## src/rtl/qc_pkg.sv

```systemverilog
package qc_pkg;
  typedef enum logic {
    ST_IDLE = 1'b0,
    ST_RUN  = 1'b1
  } qc_state_e;
endpackage

```

## src/rtl/qc_field_pick.sv

```systemverilog
module qc_field_pick #(
  parameter int NF  = 4,
  parameter int SW  = 9,
  parameter int BLK = 360,
  localparam int IW = $clog2(NF),
  localparam int FW = NF * SW
) (
  input  logic [FW-1:0] fields,
  input  logic [IW-1:0] from_idx,
  output logic          any_vld,
  output logic          cur_ok,
  output logic [IW-1:0] cur_idx,
  output logic [SW-1:0] cur_shift,
  output logic          more
);
  logic [NF-1:0] vld;

  for (genvar g = 0; g < NF; g++) begin : g_vld
    assign vld[g] = (fields[g*SW +: SW] < SW'(BLK));
  end

  assign any_vld = |vld;

  always_comb begin
    cur_ok  = 1'b0;
    cur_idx = '0;
    more    = 1'b0;
    for (int i = 0; i < NF; i++) begin
      if (vld[i] && (i >= int'(from_idx))) begin
        if (!cur_ok) begin
          cur_ok  = 1'b1;
          cur_idx = IW'(i);
        end else begin
          more = 1'b1;
        end
      end
    end
  end

  assign cur_shift = fields[cur_idx*SW +: SW];
endmodule

```

## src/rtl/qc_row_calc.sv

```systemverilog
module qc_row_calc #(
  parameter int BLK = 360,
  parameter int SW  = 9,
  localparam int CW   = $clog2(BLK),
  localparam int SUMW = ((SW > CW) ? SW : CW) + 1
) (
  input  logic [SW-1:0] shift,
  input  logic [CW-1:0] col,
  output logic [CW-1:0] row
);
  logic [SUMW-1:0] sum;

  always_comb begin
    sum = SUMW'(shift) + SUMW'(col);
    if (sum >= SUMW'(BLK)) begin
      row = CW'(sum - SUMW'(BLK));
    end else begin
      row = CW'(sum);
    end
  end


  always_comb begin
    if ((shift < SW'(BLK)) && (col < CW'(BLK))) begin
      row_range_chk: assert (row < CW'(BLK));
    end
  end
endmodule

```

## src/rtl/qc_addr_gen.sv

```systemverilog
module qc_addr_gen #(
  parameter int BLK        = 360,
  parameter int SW         = 9,
  parameter int NF         = 4,
  parameter int MAX_LAYERS = 4,
  parameter int MAX_SUBS   = 4,
  localparam int LW   = $clog2(MAX_LAYERS),
  localparam int NLW  = $clog2(MAX_LAYERS + 1),
  localparam int SUBW = $clog2(MAX_SUBS),
  localparam int NSW  = $clog2(MAX_SUBS + 1),
  localparam int CW   = $clog2(BLK),
  localparam int GCW  = $clog2(MAX_SUBS * BLK),
  localparam int IW   = $clog2(NF),
  localparam int FW   = NF * SW
) (
  input  logic            clk,
  input  logic            rst_n,
  input  logic            start,
  input  logic [LW-1:0]   layer_idx,
  input  logic [NLW-1:0]  num_layers,
  input  logic [NSW-1:0]  num_subs,
  output logic [LW-1:0]   tbl_layer,
  output logic [SUBW-1:0] tbl_sub,
  input  logic [FW-1:0]   tbl_fields,
  output logic            busy,
  output logic            out_valid,
  output logic [GCW-1:0]  out_col,
  output logic [CW-1:0]   out_row,
  output logic            out_zero,
  output logic            layer_done
);
  import qc_pkg::*;

  qc_state_e       state_q, state_d;
  logic [LW-1:0]   layer_q, layer_d;
  logic [SUBW-1:0] sub_q, sub_d;
  logic [NSW-1:0]  nsub_q, nsub_d;
  logic [IW-1:0]   fld_q, fld_d;
  logic [CW-1:0]   col_q, col_d;
  logic            vld_d, zero_d, done_d;
  logic [GCW-1:0]  ocol_d;
  logic [CW-1:0]   orow_d;

  logic            any_vld, cur_ok, more, last_sub, start_ok;
  logic [IW-1:0]   cur_idx;
  logic [SW-1:0]   cur_shift;
  logic [CW-1:0]   row_val;

  qc_field_pick #(.NF(NF), .SW(SW), .BLK(BLK)) u_pick (
    .fields    (tbl_fields),
    .from_idx  (fld_q),
    .any_vld   (any_vld),
    .cur_ok    (cur_ok),
    .cur_idx   (cur_idx),
    .cur_shift (cur_shift),
    .more      (more)
  );

  qc_row_calc #(.BLK(BLK), .SW(SW)) u_row (
    .shift (cur_shift),
    .col   (col_q),
    .row   (row_val)
  );

  assign tbl_layer = layer_q;
  assign tbl_sub   = sub_q;
  assign busy      = (state_q == ST_RUN);
  assign last_sub  = ((NSW'(sub_q) + NSW'(1)) == nsub_q);
  assign start_ok  = start && (NLW'(layer_idx) < num_layers) &&
                     (num_subs != '0) && (num_subs <= NSW'(MAX_SUBS));

  always_comb begin
    state_d = state_q;
    layer_d = layer_q;
    sub_d   = sub_q;
    nsub_d  = nsub_q;
    fld_d   = fld_q;
    col_d   = col_q;
    vld_d   = 1'b0;
    zero_d  = 1'b0;
    done_d  = 1'b0;
    ocol_d  = out_col;
    orow_d  = out_row;
    case (state_q)
      ST_IDLE: begin
        if (start_ok) begin
          state_d = ST_RUN;
          layer_d = layer_idx;
          nsub_d  = num_subs;
          sub_d   = '0;
          fld_d   = '0;
          col_d   = '0;
        end
      end
      default: begin
        logic advance;
        advance = 1'b0;
        if (!any_vld) begin
          zero_d  = 1'b1;
          advance = 1'b1;
        end else begin
          vld_d  = 1'b1;
          ocol_d = GCW'(sub_q) * GCW'(BLK) + GCW'(col_q);
          orow_d = row_val;
          if (col_q == CW'(BLK - 1)) begin
            col_d = '0;
            if (more) begin
              fld_d = cur_idx + IW'(1);
            end else begin
              advance = 1'b1;
            end
          end else begin
            col_d = col_q + CW'(1);
          end
        end
        if (advance) begin
          fld_d = '0;
          col_d = '0;
          if (last_sub) begin
            state_d = ST_IDLE;
            done_d  = 1'b1;
          end else begin
            sub_d = sub_q + SUBW'(1);
          end
        end
      end
    endcase
  end

  always_ff @(posedge clk or negedge rst_n) begin
    if (!rst_n) begin
      state_q    <= ST_IDLE;
      layer_q    <= '0;
      sub_q      <= '0;
      nsub_q     <= '0;
      fld_q      <= '0;
      col_q      <= '0;
      out_valid  <= 1'b0;
      out_zero   <= 1'b0;
      layer_done <= 1'b0;
      out_col    <= '0;
      out_row    <= '0;
    end else begin
      state_q    <= state_d;
      layer_q    <= layer_d;
      sub_q      <= sub_d;
      nsub_q     <= nsub_d;
      fld_q      <= fld_d;
      col_q      <= col_d;
      out_valid  <= vld_d;
      out_zero   <= zero_d;
      layer_done <= done_d;
      if (vld_d) begin
        out_col <= ocol_d;
        out_row <= orow_d;
      end
    end
  end


  field_found_chk: assert property (@(posedge clk) disable iff (!rst_n)
    (busy && any_vld) |-> cur_ok);


  zero_excl_chk: assert property (@(posedge clk) disable iff (!rst_n)
    !(out_valid && out_zero));


  done_idle_chk: assert property (@(posedge clk) disable iff (!rst_n)
    layer_done |-> !busy);


  done_pulse_chk: assert property (@(posedge clk) disable iff (!rst_n)
    layer_done |=> !layer_done);


  busy_hold_chk: assert property (@(posedge clk) disable iff (!rst_n)
    (busy && start) |=> (tbl_layer == $past(tbl_layer)));


  bad_start_chk: assert property (@(posedge clk) disable iff (!rst_n)
    (!busy && start && (NLW'(layer_idx) >= num_layers)) |=> !busy);
endmodule

```

## config.mk

```make
export PLATFORM = sky130hd
export DESIGN_NAME = qc_addr_gen
export DESIGN_NICKNAME = d
export VERILOG_FILES = /design/src/rtl/qc_pkg.sv /design/src/rtl/qc_field_pick.sv /design/src/rtl/qc_row_calc.sv /design/src/rtl/qc_addr_gen.sv
export SDC_FILE = /design/constraint.sdc
export NUM_CORES = 1
export LEC_CHECK = 0
export BUFFER_PORTS_ARGS = -buffer_cell sky130_fd_sc_hd__buf_2
export CORE_MARGIN = 10
export CORE_UTILIZATION = 59
export CTS_CLUSTER_SIZE = 14
export DETAILED_ROUTE_END_ITERATION = 10
export PLACE_DENSITY = 0.95
export SLEW_MARGIN = 15
export SYNTH_ARGS = -nofsm -noshare
export SYNTH_HDL_FRONTEND = slang
export SYNTH_SLANG_ARGS = --single-unit
```

## constraint.sdc

```tcl
create_clock -name clk -period 10.1 [get_ports clk]
set_clock_uncertainty 0.05 [all_clocks]
set_input_delay 2.02 -clock clk [delete_from_list [all_inputs] [get_ports clk]]
set_output_delay 2.02 -clock clk [all_outputs]
set_load 0.02 [all_outputs]
```

==> metrics.csv, run 1 <==
metric;value;unit
post-CTS setup-driven buffer insertion count;0;
worst min-delay path endpoint;out_row[0];
Reg power frac;21.7;%
clk sink count;42;
slowest CP cell;o21ai_2;
final clock period utilization by the worst path;65.1;%
# Max-Cap Violations;0;
per-instance average area after synthesis;9.29;um2
standard-cell rows;26;
Hold Crit Start;out_row[0];
Post-Syn Nets;416;
Die Outline Area;0.00876;mm2
DR WL met3;792;um
hold buffers post-CTS;0;
worst hold path stage count;2;
Req. time, crit path;10.26;ns
ordered cell list for the critical path;buf_2, o211a_1, o21ai_1, a21oi_1, o21ai_2, mux2i_1, mux2i_1, ha_1, inv_1, fa_1, nand2b_1, a21oi_1, nor3_1, xnor2_1, a211oi_2, or4_1, a31oi_1;
number of vias per cell;5.94;
Core Area;0.00517;mm2
number of antenna violations at the first check in global routing;0;
cts repair resizes;0;
mapped cell area;0.00320;mm2
grt ovf;0;
ys async rst share;100;%
end of the worst register-to-register path;out_row[5];
Yosys reg bits;42;
sw power;672;uW
worst slew margin relative to its limit;24.7;%
share of the yosys chip area belonging to registers;32.9;%
Switching Fraction;48.2;%
Post-Synthesis Cells;344;
# H-tree levels;2;
top fanout value on the critical path;19;
later-pin clock latency in the skew report;0.29;ns
Static Leak;1.89;nW
Synth area leader;dfrtp_1;
count of buffers from port buffering;74;
cell types occupying the most area after synthesis;dfrtp_1 33%, mux2i_1 9.7%, ha_1 9.0%, nand2_1 4.7%, o21ai_0 4.7%;
depth of the worst register-to-register path;15;
total of fill cells in the finished design;396;
uppermost layer routed;met4;
hpwl dp;6360;um
number of enable flip-flop cells after synthesis;0;
final-report hold violation count;0;
area of combinational cells with multiple inputs;0.00205;mm2
nature of the critical path endpoint;register;
startpoint of the worst register-to-register path;fld_q[1];
met2 wire length;3760;um
overall die height;93.6;um
run status;finished, final reports clean;
count of pins on the block boundary;75;
length of the first detailed-routing pass in iterations;5;
detailed-route DRC error count;0;
yosys synthesis warning count;0;
horizontal die dimension;93.6;um
wire length of the first global-routing pass;13800;um
proportion of power drawn by the clock network;9.7;%
largest net degree at the start of global routing;43;
Comb pwr share;68.6;%
total routing resource utilization after global routing;18.7;%
post-synth cell types;57;
total cell area at the placement stage;0.00362;mm2
critical path's largest stage delay;0.89;ns
number of buffers created by CTS;5;
Routed WL;8070;um
peak supply drop;0.169;mV
time the worst path needs with I/O delays and setup;6.57;ns
total negative slack for setup checks;0;ns
met1 layer wirelength in the final routing;3440;um
nets@finish;487;
antenna diode count;0;
Worst Hold Class;register to register;
Starting Density;61.8;%
vias in the first global route;2976;
WL per Instance;16.6;um
fraction of layout cells with a size suffix above 1;24.3;%
Internal Dissipation;723;uW
area share of the largest cell type after synthesis;32.9;%
unrepaired setup endpoints after global routing;no;
total count of max-transition violations in the final report;0;
total vias in the final route;2882;
CTS tree;built;
Reg2Reg Setup Slack;5.51;ns
drt first-iter violations;224;
routability congestion estimate from global placement;1.01;
Top FF cell, synth;dfrtp_1;
Detail Route Antenna Nets;0;
Area growth, synth to finish;16.9;%
arrival time worst endpoint;6.74;ns
cell area after layout;0.00373;mm2
clock tree root driver cell;clkbuf_8;
Slew @ Worst Pin;1.13;ns
sequential cell area in the final layout;0.00105;mm2
power per unit of standard cell area;373;mW/mm2
maximum clock rate;152;MHz
buffer depth of the longest clock path;2;
start-to-end type of the worst setup path;input pin to register;
Clock transition at path regs;0.08;ns
CP startpoint kind;input pin;
final setup violating endpoints;0;
-- worst max path at each step --
stage	from	endpoint	slack (ns)	cells after the start
after floorplan	tbl_fields[21]	out_row[5]	4.42	18
after global placement	tbl_fields[21]	out_row[5]	3.69	17
after detailed placement	tbl_fields[21]	out_row[5]	3.41	15
after CTS	tbl_fields[21]	out_row[7]	3.58	17
after global routing	tbl_fields[21]	out_row[5]	3.27	17
final	tbl_fields[21]	out_row[5]	3.53	17
-- cell usage after synthesis (2+ instances only) --
library cell,instances
fa_1,2
o22ai_1,2
and3_1,3
and2_1,3
a21o_1,5
nor2b_1,3
or3_1,2
o211a_1,4
a31oi_1,3
a21oi_1,16
mux2_2,6
o21a_1,6
nor2_1,16
a21oi_2,2
inv_1,14
a211oi_2,2
o211ai_1,2
buf_2,3
xor2_1,12
ha_1,23
o21bai_1,2
o21ai_0,30
nor3b_1,2
dfrtp_1,42
xnor2_1,9
o21ai_1,5
clkbuf_1,5
nand2b_1,8
nand3_1,7
or4_1,2
nor3_1,2
mux2i_1,31
nand2_1,40
nand4_1,3
o31ai_1,5
-- final cells by class --
cell class                      count  share of cell area (%)
Clock buffer                        6                    2.21
Sequential cell                    42                    28.1
Inverter                           14                    1.41
Timing Repair Buffer               75                    10.1
Tap cell                           70                    2.35
Clock inverter                      1                   0.804
Multi-Input combinational cell    277                    55.0
-- state kept, by name, indices dropped and copies added, names as in the netlist --
register,count
out_valid,1
nsub_q,3
out_col,11
tbl_sub,2
tbl_layer,2
fld_q,2
col_q,9
layer_done,1
out_row,9
busy,1
out_zero,1
-- layout by cell type (no fill, tap or decap), drive strengths merged, types with 4 or more instances in the layout --
master	instances
o31ai	5
dfrtp	42
nand3	7
nand2b	8
clkbuf	6
mux2i	31
o21a	6
a21o	5
inv	14
nand2	40
ha	23
a21oi	19
xnor2	9
o21ai	36
o211a	4
xor2	12
nor2	16
buf	75
mux2	6
-- power by group through the flow --
stage / clock network (mW) / logic [mW] / registers, mW
after CTS: 0.136 / 0.949 / 0.302
after global placement: 0 / 0.894 / 0.299
after global routing: 0.145 / 1.06 / 0.313
after detailed placement: 0 / 0.934 / 0.305
final: 0.135 / 0.957 / 0.303
after floorplan: 0 / 0.689 / 0.345
-- cells by family (layout without fill, tap and decap cells) --
family	count (synthesis)	after routing	share of synthesized area [%]
adder cells (fa/ha/maj)	25	25	10.3
flip-flops	42	42	32.9
AO/OA/AOI/OAI	97	97	21.1
multiplexers	37	37	11.8
buffers and inverters	25	96	3.45
AND/OR/NAND/NOR	97	97	14.8
XOR/XNOR	21	21	5.76
-- critical path, delay by kind of cell --
family,cells,cell delay (ns)
AOI/OAI and AO/OA,7,2.34
and+or+nand+nor,3,0.85
adders and majority gates,2,0.64
muxes,2,0.40
xor gates and xnor gates,1,0.29
buffers and inverters,2,0.19
-- routing by layer --
layer	vias to the layer above	track usage, %
li1	1387	-
met1	1353	23.3
met2	132	30.9
met3	10	6.39
met4	0	3.42
met5	-	0
-- through the flow --
stage                     instances  hold WS (ns)  setup WS, ns  util [%]  power (mW)
after floorplan                 344         0.450          4.42         -        1.03
after global placement          478         0.402          3.69      70.0        1.19
after global routing            485         0.459          3.27      72.2        1.52
after CTS                       485         0.432          3.58      72.1        1.39
final                           485         0.429          3.53      72.2        1.39
after detailed placement        478         0.414          3.41      70.0        1.24
(Power assumes the default switching activity.)
==> run 2: changes to the inputs <==
--- a/config.mk
+++ b/config.mk
@@ -7,10 +7,10 @@
 export LEC_CHECK = 0
 export BUFFER_PORTS_ARGS = -buffer_cell sky130_fd_sc_hd__buf_2
 export CORE_MARGIN = 10
-export CORE_UTILIZATION = 59
+export CORE_UTILIZATION = 49
 export CTS_CLUSTER_SIZE = 14
 export DETAILED_ROUTE_END_ITERATION = 10
-export PLACE_DENSITY = 0.95
+export PLACE_DENSITY = 0.88
 export SLEW_MARGIN = 15
 export SYNTH_ARGS = -nofsm -noshare
 export SYNTH_HDL_FRONTEND = slang
==> constraint.sdc (replaced) <==
create_clock -name clk -period 5.8 [get_ports clk]
set_clock_uncertainty 0.05 [all_clocks]
set_input_delay 1.16 -clock clk [delete_from_list [all_inputs] [get_ports clk]]
set_output_delay 1.16 -clock clk [all_outputs]
set_load 0.02 [all_outputs]
==> run 2 against run 1 <==
  * Register-to-register slack worse by 3.6 ns
  * Sequential power up 73%
  * Routed wire length up 4.3%
  * Sequential cell count unchanged
  * Sequential share of layout area down 0.34 points
  * Via count down 0.66%
  * Die area up 16%
  * Largest power group unchanged
  * First-iteration DRC count down 38%
==> metrics.csv, run 2 (same netlist as run 1, synthesis figures left out) <==
metric;value;unit
cell repeated most along the worst path;a21oi_1;
hpwl dp;6780;um
number of vias per cell;5.78;
WL per Instance;17.0;um
critical path's largest stage delay;0.52;ns
later-pin clock latency in the skew report;0.29;ns
Routed WL;8410;um
proportion of power drawn by the clock network;11.2;%
top fanout value on the critical path;16;
maximum clock rate;202;MHz
final-report hold violation count;0;
Internal Dissipation;1.30;mW
Area growth, synth to finish;18.3;%
detailed-route DRC error count;0;
Core Area;0.00635;mm2
cts repair resizes;0;
Req. time, crit path;5.97;ns
uppermost layer routed;met4;
Starting Density;50.3;%
antenna diode count;0;
largest net degree at the start of global routing;43;
Comb pwr share;67.7;%
count of buffers from port buffering;74;
total routing resource utilization after global routing;16.7;%
ordered cell list for the critical path;buf_2, o211a_1, o21ai_1, a21oi_1, o21ai_2, buf_4, mux2_2, fa_1, nand2b_1, a21oi_1, nor3_1, xnor2_1, a211oi_2, or4_1, a31oi_1;
count of pins on the block boundary;75;
time the worst path needs with I/O delays and setup;4.96;ns
grt ovf;0;
crit path launch;tbl_fields[21];
end of the worst register-to-register path;out_row[5];
total vias in the final route;2863;
unrepaired setup endpoints after global routing;no;
Static Leak;1.91;nW
met1 layer wirelength in the final routing;3570;um
number of buffer and inverter stages on the critical path;2;
stages on the worst setup path;15;
slowest CP cell;or4_1;
vias in the first global route;2899;
total negative slack for setup checks;0;ns
Worst Hold Class;register to register;
final instance count without filler cells;495;
number of buffers created by CTS;5;
Detail Route Antenna Nets;0;
Final Util;59.5;%
Power, Total;2.48;mW
drt first-iter violations;139;
total of fill cells in the finished design;568;
final clock period utilization by the worst path;85.5;%
length of the first detailed-routing pass in iterations;4;
cell class contributing the biggest share of worst-path delay;compound AO/OA/AOI/OAI gates;
Reg2Reg Setup Slack;1.87;ns
buffer depth of the longest clock path;2;
sw power;1.18;mW
cell count after placement;487;
Switching Fraction;47.5;%
total count of max-transition violations in the final report;0;
clock tree root driver cell;clkbuf_8;
wire length of the first global-routing pass;14000;um
run status;finished, final reports clean;
routability congestion estimate from global placement;0.898;
number of antenna violations at the first check in global routing;0;
DR WL met3;700;um
peak supply drop;0.387;mV
CP startpoint kind;input pin;
Die Outline Area;0.0102;mm2
overall die height;101;um
hold buffers post-CTS;0;
startpoint of the worst register-to-register path;fld_q[1];
CTS tree;built;
# Max-Cap Violations;0;
Reg power frac;21.2;%
Largest Register;out_col;
met2 wire length;3940;um
nets@finish;489;
worst slew margin relative to its limit;39.4;%
post-CTS setup-driven buffer insertion count;0;
commonest cells after routing, fill and taps aside;74 x buf_2, 42 x dfrtp_1, 40 x nand2_1;
fraction of layout cells with a size suffix above 1;24.6;%
power per unit of standard cell area;655;mW/mm2
arrival time worst endpoint;5.12;ns
# H-tree levels;2;
Clock transition at path regs;0.08;ns
smallest setup slack after layout;0.842;ns
standard-cell rows;29;
flip-flop count of the largest register, all copies and words added;11;
start-to-end type of the worst setup path;input pin to register;
Slew @ Worst Pin;0.908;ns
biggest regs;out_col: 11 flops, col_q: 9 flops, out_row: 9 flops;
horizontal die dimension;101;um
leading cell type in the layout, fill and taps excluded;buf_2;
nature of the critical path endpoint;register;
clk sink count;42;
final setup violating endpoints;0;
depth of the worst register-to-register path;13;
worst setup slack after placement;0.585;ns
termination of the worst setup path;out_row[5];
==> run 2: changes by cell type in the layout (fill, tap and decap cells not counted), sizes merged <==
cell    previous run  this run
clkinv             0         1
bufinv             1         2
buf               75        77
clkbuf             6         5
==> run 2: worst min-delay path, stage by stage (launching register included) <==
cell and delay [ns]:
dfrtp_1 0.34, nand2_1 0.05, nand2_1 0.05
==> run 2: layer usage <==
metal  global-route usage (%)  vias up
met5                        0        -
met4                     6.09        0
met3                     4.18       16
met2                     28.3      102
met1                     19.8     1358
li1                         -     1387
==> run 2: worst min path at each step <==
stage / startpoint / to / slack [ns] / depth (start not counted)
global route: out_row[2] / out_row[2] / 0.45 / 2
finish: out_col[3] / out_col[3] / 0.42 / 2
CTS: out_col[3] / out_col[3] / 0.43 / 2
floorplan: nsub_q[0] / nsub_q[0] / 0.45 / 1
global placement: out_col[2] / out_col[2] / 0.40 / 2
detailed placement: out_col[3] / out_col[3] / 0.41 / 2
==> run 2: area by class of cell <==
cell class / instances / area (um2) / area share, %
well taps: 77 / 96.3 / 2.55
multi-input cells: 277 / 2050 / 54.2
clock buffers: 5 / 68.8 / 1.82
clock inverters: 3 / 68.8 / 1.82
repair buffers: 77 / 393 / 10.4
inverters: 14 / 52.6 / 1.39
flip-flops and latches: 42 / 1050 / 27.8
==> run 2: stage by stage <==
step	area (um2)	hold WS [ns]
after CTS	3780	0.430
after global placement	3640	0.404
after global routing	3780	0.455
final	3780	0.423
after detailed placement	3640	0.409
after floorplan	3200	0.450
==> run 2: power by group through the flow <==
stage | clock network (mW) | logic [mW] | registers, mW
CTS | 0.283 | 1.67 | 0.524
global route | 0.295 | 1.85 | 0.542
global placement | 0 | 1.59 | 0.522
floorplan | 0 | 1.20 | 0.600
detailed placement | 0 | 1.66 | 0.530
finish | 0.276 | 1.68 | 0.524
==> run 3: changes to the inputs <==
--- a/config.mk
+++ b/config.mk
@@ -10,6 +10,7 @@
 export CORE_UTILIZATION = 49
 export CTS_CLUSTER_SIZE = 14
 export DETAILED_ROUTE_END_ITERATION = 10
+export GPL_TIMING_DRIVEN = 0
 export PLACE_DENSITY = 0.88
 export SLEW_MARGIN = 15
 export SYNTH_ARGS = -nofsm -noshare
==> run 3 against run 2 <==
  * First-iteration DRC count up 40%
  * Fmax down 5.8%
  * Largest cell class unchanged
  * Clock-buffer cell count unchanged
  * Sequential share of layout area up 0.20 points
==> metrics.csv, run 3 (same netlist as run 1, synthesis figures left out) <==
metric;value;unit
end of the worst register-to-register path;out_row[5];
worst slew margin relative to its limit;39.5;%
# H-tree levels;2;
buffer depth of the longest clock path;2;
vias in the first global route;2978;
sequential cell area in the final layout;0.00105;mm2
Clock transition at path regs;0.09;ns
arrival time worst endpoint;5.44;ns
fraction of layout cells with a size suffix above 1;24.6;%
hpwl dp;6760;um
Largest Register;out_col;
gr busiest metal;met2;
final-report hold violation count;0;
Die Outline Area;0.0102;mm2
final clock period utilization by the worst path;90.7;%
nets@finish;497;
top fanout value on the critical path;10;
Final Util;59.1;%
length of the first detailed-routing pass in iterations;5;
number of antenna violations at the first check in global routing;0;
final setup violating endpoints;0;
horizontal die dimension;101;um
# Max-Cap Violations;0;
clock tree root driver cell;clkbuf_8;
unrepaired setup endpoints after global routing;no;
total of fill cells in the finished design;557;
Static Leak;1.88;nW
wire length of the first global-routing pass;13900;um
post-CTS setup-driven buffer insertion count;0;
total count of max-transition violations in the final report;0;
commonest cells after routing, fill and taps aside;77 x buf_2, 42 x dfrtp_1, 40 x nand2_1;
CTS tree;built;
leading cell type in the layout, fill and taps excluded;buf_2;
start-to-end type of the worst setup path;input pin to register;
count of buffers from port buffering;74;
Hold Crit Start;out_col[3];
power per unit of standard cell area;636;mW/mm2
Detail Route Antenna Nets;0;
worst hold path stage count;2;
Slew @ Worst Pin;0.908;ns
number of buffers created by CTS;5;
slowest CP cell;or4_1;
cell class contributing the biggest share of worst-path delay;compound AO/OA/AOI/OAI gates;
ordered cell list for the critical path;buf_2, o211a_1, o21ai_1, a21oi_1, o21ai_0, buf_2, buf_4, mux2i_1, mux2i_1, ha_1, inv_1, fa_1, nand2b_1, a21oi_1, nor3_1, xnor2_1, a211oi_2, or4_1, a31oi_1;
Routed WL;8190;um
met2 Usage GRT;28.1;%
total routing resource utilization after global routing;16.5;%
Worst Hold Class;register to register;
worst min-delay path endpoint;out_col[3];
overall die height;101;um
routability congestion estimate from global placement;0.955;
depth of the worst register-to-register path;18;
peak supply drop;0.407;mV
Starting Density;50.3;%
number of buffer and inverter stages on the critical path;4;
nature of the critical path endpoint;register;
WL per Instance;16.3;um
number of vias per cell;5.62;
total negative slack for setup checks;0;ns
largest net degree at the start of global routing;43;
met1 global-route usage;20.5;%
CP startpoint kind;input pin;
flip-flop count of the largest register, all copies and words added;11;
antenna diode count;0;
time the worst path needs with I/O delays and setup;5.26;ns
hold buffers post-CTS;0;
later-pin clock latency in the skew report;0.31;ns
startpoint of the worst register-to-register path;fld_q[1];
total vias in the final route;2829;
biggest regs;out_col: 11 flops, col_q: 9 flops, out_row: 9 flops;
Reg2Reg Setup Slack;1.41;ns
drt first-iter violations;195;
critical path's largest stage delay;0.52;ns
detailed-route DRC error count;0;
standard-cell rows;29;
grt ovf;0;
run status;finished, final reports clean;
Core Area;0.00635;mm2
cts repair resizes;0;
clk sink count;42;
Area growth, synth to finish;17.4;%
met3 global-route usage;3.36;%
count of pins on the block boundary;75;
area of combinational cells with multiple inputs;0.00203;mm2
Req. time, crit path;5.98;ns
maximum clock rate;190;MHz
## run 3: cell count changes in the layout (fill, tap and decap cells not counted), sizes merged
cell	change
buf	+2
bufinv	-2
clkbuf	+6
clkinv	+1
clkinvlp	+1
## run 3: worst min-delay path, stage by stage, from the launching register on
cell and delay (ns):
dfrtp_1 0.34, nand2_1 0.05, nand2_1 0.06
## run 3: layer usage
layer  vias up  share of wire [%]
li1       1411                  -
met1      1311                 43
met2       100                 48
met3         7                7.6
met4         0                1.1
met5         -                  0
## run 3: power by group
group,switching (mW),internal (mW)
registers,0.0992,0.420
logic,0.958,0.716
clock network,0.109,0.0846
## run 3: cell type report
type	count	area share [%]
Sequential cell	42	28.0
Inverter	14	1.40
Buffer	11	1.53
Tap cell	77	2.57
Clock inverter	3	0.567
Clock buffer	5	1.83
Multi-Input combinational cell	277	54.2
Timing Repair Buffer	74	9.87
## run 3: how the worst max path moves through the flow
| stage | start | end | slack [ns] | cells after the start |
|---|---|---|---|---|
| floorplan | tbl_fields[21] | out_row[5] | 0.98 | 18 |
| global placement | tbl_fields[21] | out_row[5] | 0.44 | 19 |
| detailed placement | tbl_fields[21] | out_row[5] | 0.24 | 19 |
| CTS | tbl_fields[21] | out_row[5] | 0.57 | 19 |
| global route | tbl_fields[21] | out_row[5] | 0.19 | 19 |
| finish | tbl_fields[21] | out_row[5] | 0.54 | 19 |
## run 3: per-stage QoR
step	setup WS (ns)	total power [mW]	hold slack (ns)	cells	instance area [um2]
2_1_floorplan	0.983	1.80	0.450	344	3200
3_3_place_gp	0.438	2.12	0.403	495	3660
3_5_place_dp	0.241	2.19	0.408	495	3660
4_1_cts	0.572	2.40	0.429	503	3750
5_1_grt	0.192	2.63	0.448	503	3750
6_report	0.538	2.39	0.426	503	3750
